File: config.mk
export PLATFORM = sky130hd
export DESIGN_NAME = dual_half_clamp
export DESIGN_NICKNAME = d
export VERILOG_FILES = /design/src/rtl/hsat_pkg.sv /design/src/rtl/hsat_width_norm.sv /design/src/rtl/hsat_lane.sv /design/src/rtl/hsat_sticky.sv /design/src/rtl/dual_half_clamp.sv
export SDC_FILE = /design/constraint.sdc
export NUM_CORES = 1
export LEC_CHECK = 0
export ABC_AREA = 1
export BUFFER_PORTS_ARGS = -buffer_cell sky130_fd_sc_hd__buf_2
export CAP_MARGIN = 20
export CORE_UTILIZATION = 55
export DETAILED_ROUTE_END_ITERATION = 6
export GPL_TIMING_DRIVEN = 0
export PLACE_DENSITY_LB_ADDON = 0.08
export SETUP_SLACK_MARGIN = 0.05
export SYNTH_ARGS = -nofsm -noshare
export SYNTH_HDL_FRONTEND = slang
export SYNTH_SLANG_ARGS = --single-unit
File: constraint.sdc
create_clock -name clk -period 1.4 [get_ports clk]
set_clock_uncertainty 0.2 [all_clocks]
set_input_delay 0.28 -clock clk [delete_from_list [all_inputs] [get_ports clk]]
set_output_delay 0.28 -clock clk [all_outputs]
set_load 0.02 [all_outputs]
File: src/rtl/hsat_pkg.sv
package hsat_pkg;
    typedef enum logic {
        ST_IDLE = 1'b0,
        ST_DONE = 1'b1
    } hsat_state_e;

    localparam int STATUS_W  = 32;
    localparam int Q_BIT_POS = 27;
endpackage

File: src/rtl/hsat_width_norm.sv
module hsat_width_norm #(
    parameter int LANE_W = 16,
    parameter int NW     = 5
) (
    input  logic [NW-1:0] raw_width,
    input  logic          is_unsigned,
    output logic [NW-1:0] eff_width
);
    localparam logic [NW-1:0] SMAX = NW'(LANE_W);
    localparam logic [NW-1:0] UMAX = NW'(LANE_W - 1);

    always_comb begin
        eff_width = raw_width;
        if (is_unsigned) begin
            if (raw_width > UMAX) eff_width = UMAX;
        end else begin
            if (raw_width == '0)       eff_width = NW'(1);
            else if (raw_width > SMAX) eff_width = SMAX;
        end
    end
endmodule

File: src/rtl/hsat_lane.sv
module hsat_lane #(
    parameter int LANE_W = 16,
    parameter int NW     = 5
) (
    input  logic [LANE_W-1:0] lane_in,
    input  logic              is_unsigned,
    input  logic [NW-1:0]     eff_width,
    output logic [LANE_W-1:0] lane_out,
    output logic              clipped
);
    localparam int EW = LANE_W + 2;

    logic signed [EW-1:0] val;
    logic signed [EW-1:0] step;
    logic signed [EW-1:0] hi;
    logic signed [EW-1:0] lo;
    logic [NW-1:0]        shamt;

    always_comb begin
        val   = {{2{lane_in[LANE_W-1]}}, lane_in};
        shamt = is_unsigned ? eff_width : (eff_width - NW'(1));
        step  = EW'(1) << shamt;
        hi    = step - EW'(1);
        lo    = is_unsigned ? '0 : -step;
        if (val > hi) begin
            lane_out = hi[LANE_W-1:0];
            clipped  = 1'b1;
        end else if (val < lo) begin
            lane_out = lo[LANE_W-1:0];
            clipped  = 1'b1;
        end else begin
            lane_out = lane_in;
            clipped  = 1'b0;
        end
        // unsigned mode never yields a value with the sign bit set
        assert_unsigned_nonneg_R3: assert (!is_unsigned || !lane_out[LANE_W-1]);
    end
endmodule

File: src/rtl/hsat_sticky.sv
module hsat_sticky (
    input  logic clk,
    input  logic rst_n,
    input  logic set_i,
    input  logic clr_i,
    output logic q_o
);
    always_ff @(posedge clk or negedge rst_n) begin
        if (!rst_n)     q_o <= 1'b0;
        else if (clr_i) q_o <= 1'b0;
        else if (set_i) q_o <= 1'b1;
    end

    assert_q_set_R5: assert property (@(posedge clk) disable iff (!rst_n)
        (set_i && !clr_i) |=> q_o);
    assert_q_hold_R6: assert property (@(posedge clk) disable iff (!rst_n)
        (!set_i && !clr_i) |=> $stable(q_o));
    assert_q_clear_R7: assert property (@(posedge clk) disable iff (!rst_n)
        clr_i |=> !q_o);
endmodule

File: src/rtl/dual_half_clamp.sv
module dual_half_clamp #(
    parameter int LANE_W = 16,
    parameter int LANES  = 2
) (
    input  logic                            clk,
    input  logic                            rst_n,
    input  logic                            in_valid,
    input  logic [LANE_W*LANES-1:0]         in_word,
    input  logic                            mode_unsigned,
    input  logic [$clog2(LANE_W):0]         sat_width,
    input  logic                            q_clear,
    output logic [LANE_W*LANES-1:0]         out_word,
    output logic                            out_done,
    output logic [hsat_pkg::STATUS_W-1:0]   status_word
);
    import hsat_pkg::*;

    localparam int WORD_W = LANE_W * LANES;
    localparam int NW     = $clog2(LANE_W) + 1;

    logic [NW-1:0]     eff_width;
    logic [WORD_W-1:0] packed_res;
    logic [LANES-1:0]  lane_clip;
    logic              clip_any;
    logic              q_flag;

    hsat_width_norm #(.LANE_W(LANE_W), .NW(NW)) u_wnorm (
        .raw_width  (sat_width),
        .is_unsigned(mode_unsigned),
        .eff_width  (eff_width)
    );

    for (genvar g = 0; g < LANES; g++) begin : g_lane
        hsat_lane #(.LANE_W(LANE_W), .NW(NW)) u_lane (
            .lane_in    (in_word[g*LANE_W +: LANE_W]),
            .is_unsigned(mode_unsigned),
            .eff_width  (eff_width),
            .lane_out   (packed_res[g*LANE_W +: LANE_W]),
            .clipped    (lane_clip[g])
        );
    end

    assign clip_any = in_valid && (|lane_clip);

    hsat_sticky u_sticky (
        .clk  (clk),
        .rst_n(rst_n),
        .set_i(clip_any),
        .clr_i(q_clear),
        .q_o  (q_flag)
    );

    hsat_state_e state_q, state_d;

    always_comb begin
        state_d = state_q;
        unique case (state_q)
            ST_IDLE: if (in_valid)  state_d = ST_DONE;
            ST_DONE: if (!in_valid) state_d = ST_IDLE;
            default: state_d = ST_IDLE;
        endcase
    end

    always_ff @(posedge clk or negedge rst_n) begin
        if (!rst_n) state_q <= ST_IDLE;
        else        state_q <= state_d;
    end

    always_ff @(posedge clk or negedge rst_n) begin
        if (!rst_n)        out_word <= '0;
        else if (in_valid) out_word <= packed_res;
    end

    always_comb begin
        out_done                = (state_q == ST_DONE);
        status_word            = '0;
        status_word[Q_BIT_POS] = q_flag;
    end

    assert_done_after_valid_R8: assert property (@(posedge clk) disable iff (!rst_n)
        in_valid |=> out_done);
    assert_done_drops_R8: assert property (@(posedge clk) disable iff (!rst_n)
        !in_valid |=> (!out_done && $stable(out_word)));
    assert_status_only_q_R5: assert property (@(posedge clk) disable iff (!rst_n)
        $countones(status_word) <= 1);
endmodule

Yosys cells after proc, flatten, opt, wreduce, memory -nomap -nowiden
Cells that the tools add are included.

Add/sub/neg operators: 3. $mul: 0. Divide/modulo/power cells: 0. $lt $le $gt $ge: 6. Eq/ne operators: 0. Shifts and indexed selects: 1. Muxes and demuxes: 17. Bitwise logic cells: 0. Reduce and logical (&&, ||, !) cells: 4.

Operators by type and width (count): $mux 16 (4); $gt 16x18->1 (2); $lt 16x18->1 (2); $mux 5 (5); $mux 18 (1); $neg 18->18 (1); $shl 1x5->18 const A (1); $sub 18x2->18 const B (1); $mux 1 (7); $gt 5x4->1 const B (1); $gt 5x5->1 const B (1); $logic_not 5->1 (1); $sub 5x1->5 const B (1); $reduce_bool 2->1 (1); $reduce_or 2->1 (1); $logic_and 1x1->1 (1).

Register bits: 34. Bits in latches: 0. RAM bits: 0. Bits in read-only memories: 0. Input port bits: 42. Output and inout bits: 65. Word-level logic and storage cells: 34. Memories kept: 0.

Logic depth before layout (Yosys ltp)
Depth in word-level cells: 16. Depth in mapped cells: 39. Mapped depth without buffers: 38.

Hierarchy
From an unflattened synthesis, not the netlist that was laid out.

Cell total of the unflattened synthesis: 944. Area, all modules: 5919.4 µm².

Modules (own cells, without submodules): hsat_lane (g_lane[1].u_lane) (instances 1, cells each 377, area an instance 2139.6 µm², seq. area each 0.0 µm²); hsat_lane (g_lane[0].u_lane) (instances 1, cells each 379, area an instance 2134.5 µm², seq. area each 0.0 µm²); dual_half_clamp (instances 1, cells each 172, area an instance 1555.2 µm², seq. area each 825.8 µm²); hsat_width_norm (instances 1, cells each 13, area an instance 57.6 µm², seq. area each 0.0 µm²); hsat_sticky (instances 1, cells each 3, area an instance 32.5 µm², seq. area each 25.0 µm²).

Worst setup path after synthesis
Ideal clock, no wire load.

Path type: input to register. Start point: input port sat_width[2]. End point: register out_word[20]. Setup time: 0.124 ns. Arrival: 4.359 ns. Data required time: 1.076 ns. Slack: -3.283 ns. Stages: 32. Buffers on the path: 2. Path through: nor2_1 nand2_1 nand2_1 nand2_1 ha_1 nand3b_1 nand2_4 inv_4 nand2_2 buf_6 nor3_2 inv_1 ha_1 nand2_1 nor2_1 inv_1 nor2_1 nor2_1 nor3_1 inv_1 ha_1 nand2_1 nor2_1 nand2_1 o211ai_1 a2111oi_0 o211ai_1 nand2_2 buf_2 o211ai_1 o211ai_1 nand2_1.

Cells in the longest elaborated chain, start to end: 12. Elaborated cells on any way between the ends: 17. Classes of those cells: add/sub: 3; order compare: 4; shift: 1; mux: 8; reduce/logical: 1.

Ends and longest elaborated chain: start: declaration (line dual_half_clamp.sv:10) `input logic [$clog2(LANE_W):0] sat_width,`; $gt 5x5->1 (line hsat_width_norm.sv:18) `else if (raw_width > SMAX) eff_width = SMAX;`; $mux 5 (line hsat_width_norm.sv:18); $mux 5 (line hsat_width_norm.sv:17) `if (raw_width == '0) eff_width = NW'(1);`; $mux 5 (*) (line hsat_width_norm.sv:14) `if (is_unsigned) begin`; $sub 5x1->5 (line hsat_lane.sv:21) `shamt = is_unsigned ? eff_width : (eff_width - NW'(1));`; $mux 5 (*) (line hsat_lane.sv:21); $shl 1x5->18 (*) (line hsat_lane.sv:22) `step = EW'(1) << shamt;`; $neg 18->18 (line hsat_lane.sv:24) `lo = is_unsigned ? '0 : -step;`; $mux 18 (line hsat_lane.sv:24); $lt 16x18->1 (line hsat_lane.sv:28) `end else if (val < lo) begin`; $mux 16 (line hsat_lane.sv:28); $mux 16 (*) (line hsat_lane.sv:25) `if (val > hi) begin`; end signal: assignment (line dual_half_clamp.sv:71) `else if (in_valid) out_word <= packed_res;`; end: declaration (line dual_half_clamp.sv:12) `output logic [LANE_W*LANES-1:0] out_word,`.

Every way passes the cells marked *; elsewhere a longest branch is shown, timed or not. A chain may end at the register's enable or synchronous reset.

Worst setup path after layout
Start point: input port sat_width[2]. End point: register out_word[16].

Same word-level chain as after synthesis.

==> summary.md <==
| Metric | Value |
|---|---|
| Status | `finished, violations left` |
| Failing checks | `setup timing` |
| Post-Syn Instances | `between 700 and 800` |
| PnR Total Power | `5.860 mW` |
| Clk pwr share | `0.148` |
| DIE AREA | `0.009028 mm^2` |
| TritonCTS clock tree | `yes` |
| Final worst setup slack | `-3.241 ns` |
| Worst Setup Path Type | `in2reg` |
| Post-route DRC | `0` |
| Num rows | `33` |
| Max Clk Rate | `215.5 MHz` |
| Critical path fanouts, max | `6` |
| Fin crit share | `3.315` |
| Core ar. | `0.008299 mm^2` |
| Combinational fraction of design power | `0.636` |
| Static Leak | `between 3 and 4 nW` |
| Layout Cells excl Fill | `between 1k and 1.5k` |
| Seq pwr share | `0.216` |
| Clk sinks | `34` |
| Initial antenna violation count | `0` |
| Buffers & Inverters on Critical Path | `8` |
| Area grow syn2layout | `42.55%` |
| Slowest stage delay, CP | `0.40 ns` |
| Power Internal | `3.145 mW` |
| Largest net degree at the start of global routing | `35` |
| Pre-CTS WS | `-3.884 ns` |
| I/O pins | `about 110` |
| Critical Path AT | `between 4 and 5 ns` |
| Data required time of the worst path | `roughly 1.4 ns` |
| RSZ-0062 raised after global routing | `yes` |
| H-tree Lvls | `2` |
| Final Util | `0.8173` |
| CTS clock-pin slew for the worst setup and hold paths | `roughly 0.070 ns` |
| First-pass GRT wire length | `approximately 25 mm` |
| Die Ht | `between 90 and 100 um` |
| Net Switching | `~2.7 mW` |
| Cell family with most CP delay | `simple AND/OR/NAND/NOR gates` |
| Vias | `5858` |
| Bufs on Longest Clock Path | `2` |
| Met3 wire length | `roughly 1.6 mm` |
| Post-DRT Antenna Nets | `0` |
| Max-cap violations | `0` |
| Remaining global-route overflow | `0` |
| Clock Latency Late Sink | `roughly 0.28 ns` |
| Initial core utilization | `0.5733` |
| Crit. End Element | `flip-flop` |
| Most used cell, CP | `nand2_4` |
| Total GRT Usage | `0.3692` |
| Via density | `just under 6` |
| Vias in the first global route | `around 5.3k` |
| DR WL/cell | `18.11 um` |
| Initial DRC Count | `485` |
| Setup crit start kind | `primary input` |
| Ratio of cells with drive above 1 in the final layout | `0.3902` |
| Placed Cells | `just over 900` |
| Distinct cell type count of the synthesized netlist | `44` |
| Routed met1 length | `roughly 6.6 mm` |
| Post-layout min period | `around 4.6 ns` |
| # port buffers | `75` |
| Least-Margin Pin Slew | `~0.64 ns` |
| Met2 WL | `8.657 mm` |
| Nets | `1003` |
| Highest metal used | `met4` |
| Register area share after synthesis | `0.1788` |
| Worst hold path type | `in2reg` |
| Gpl congestion | `between 0.9 and 1` |
| Worst path slowest cell | `a2111oi_2` |
| Syn avg cell area | `~6.6 um^2` |
| Final hold vios | `0` |
| Antenna Cells | `0` |
| First-pass DRT Iterations | `7` |
| Sw frac | `0.4633` |
| Maximum VDD drop | `0.4572 mV` |
| Total CTS buffers | `5` |
| CTS root buffer | `clkbuf_8` |
| Final setup violation count | `33` |
| Cell area after synthesis | `~0.0048 mm^2` |
| Synth Register Bits | `34` |
| Die width | `~95 um` |
| Routed WL | `roughly 18 mm` |
| Slew HR | `0.5701` |
| Pwr/cell area | `approximately 860 mW/mm^2` |
| Synth warnings | `0` |
| Max-slew violations | `0` |
| Post-DP HPWL | `11.92 mm` |
==> kinds of logic (layout without fill, tap and decap cells) <==
family / Yosys count / count (layout) / share of synthesized area
other: 1 / 31 / 0.0007881
adder cells (fa/ha/maj): 65 / 65 / 0.1709
flip-flops: 34 / 34 / 0.1788
XOR/XNOR: 5 / 5 / 0.01078
buffers and inverters: 142 / 292 / 0.1530
AO/OA/AOI/OAI: 123 / 123 / 0.1678
AND/OR/NAND/NOR: 347 / 347 / 0.3179
==> layout by cell type (no fill, tap or decap), types with 3 or more instances in the layout <==
master         count
o21ai_1           36
inv_1             67
nand3_1           19
nand4_1           11
buf_8              4
inv_2             17
nand2_4           14
o211ai_1          23
o21ai_0            4
a21oi_2            6
nor3_2             4
conb_1            31
nor2_4            16
dfrtp_1           34
clkbuf_8           5
nor2_1            52
nand3b_1           4
clkbuf_1           5
buf_4             87
o211ai_2           9
buf_12             4
nand2_1          163
dlygate4sd3_1      3
buf_6             21
o21a_1             4
ha_1              58
nand3_2           10
buf_2             71
a21oi_1           25
nor3_4             3
o21ai_2            5
nor2_2            10
nand4_2            3
nand2_2           31
ha_4               7
==> worst register-to-register path, stage by stage (launching register included) <==
cell,delay [ns]
dfrtp_1,0.39
buf_4,0.13
inv_1,0.06
a21oi_2,0.05
==> registers in the layout, summed over array words and instances (netlist names) <==
signal and count:
u_sticky.q_o 1, out_word 32, out_done 1
==> timing repair <==
item                                    in CTS  in global routing
endpoints found under the hold margin       36                  0
gates cloned                                 4                  1
setup buffers                               43                 18
gates resized for setup                    139                 45
hold buffers                                 3                  0
endpoints found under the setup margin      34                 67
pin swaps                                   50                 43
==> area by class of cell <==
cell class / count / area, um^2
Inverter: 87 / 339.1
Buffer: 53 / 425.4
Multi-Input combinational cell: 571 / 3908
Clock buffer: 5 / 68.82
Tap cell: 105 / 131.4
Timing Repair Buffer: 144 / 1020
Sequential cell: 34 / 850.8
Clock inverter: 3 / 40.04
Fill cell: 548 / 1516
==> synthesized netlist by cell type (all sizes together) <==
cell / n / area (um^2)
a2111oi: 1 / 8.760
a211oi: 2 / 15.01
a21boi: 1 / 7.510
a21o: 1 / 7.510
a21oi: 31 / 155.2
buf: 50 / 380.4
clkbuf: 5 / 18.77
conb: 1 / 3.750
dfrtp: 34 / 850.8
ha: 65 / 813.3
inv: 87 / 329.1
nand2: 209 / 824.5
nand3: 29 / 155.2
nand3b: 4 / 30.03
nand4: 14 / 106.4
nor2: 78 / 315.3
nor3: 8 / 50.05
nor4: 3 / 18.77
o211ai: 32 / 285.3
o21a: 4 / 30.03
o21ai: 47 / 257.8
o21bai: 1 / 7.510
o221ai: 2 / 17.52
o22ai: 1 / 6.260
or2: 2 / 12.52
xnor2: 2 / 17.52
xor2: 3 / 33.79
==> path summary, 6_finish.rpt <==
path,start,endpoint,slack (ns),cells after the start
setup reg to reg,u_sticky.q_o$_DFFE_PN0P_,u_sticky.q_o$_DFFE_PN0P_,0.47,3
setup / recovery,sat_width[2],out_word[16]$_DFFE_PN0P_,-3.24,36
min in group asynchronous,rst_n,out_word[6]$_DFFE_PN0P_,0.30,2
hold / removal,in_word[5],out_word[5]$_DFFE_PN0P_,0.22,5
max in group asynchronous,rst_n,out_word[13]$_DFFE_PN0P_,0.38,2
hold reg to reg,out_word[31]$_DFFE_PN0P_,out_word[31]$_DFFE_PN0P_,0.27,2
==> power groups by stage <==
stage	registers, mW	clock network, mW	logic, mW
6_report	1.26	0.869	3.73
5_1_grt	1.29	0.917	4.00
4_1_cts	1.26	0.881	3.36
3_5_place_dp	1.28	0	2.84
3_3_place_gp	1.27	0	2.76
2_1_floorplan	1.52	0	1.80
==> metrics by stage <==
stage,area (um^2),hold slack (ns),setup TNS [ns]
after CTS,6482,0.2057,-94.20
after global routing,6783,0.2602,-109.94
after global placement,5468,0.1646,-121.64
after detailed placement,5468,0.1700,-125.75
after floorplan,4961,-0.2156,-91.63
final,6783,0.2183,-105.05
==> layer usage <==
| metal | vias up | global-route usage |
|---|---|---|
| met5 | - | 0 |
| met4 | 0 | 0.2525 |
| li1 | 2666 | - |
| met3 | 114 | 0.03270 |
| met1 | 2644 | 0.4314 |
| met2 | 434 | 0.6385 |
No activity file was read; power rests on OpenSTA's default activity.
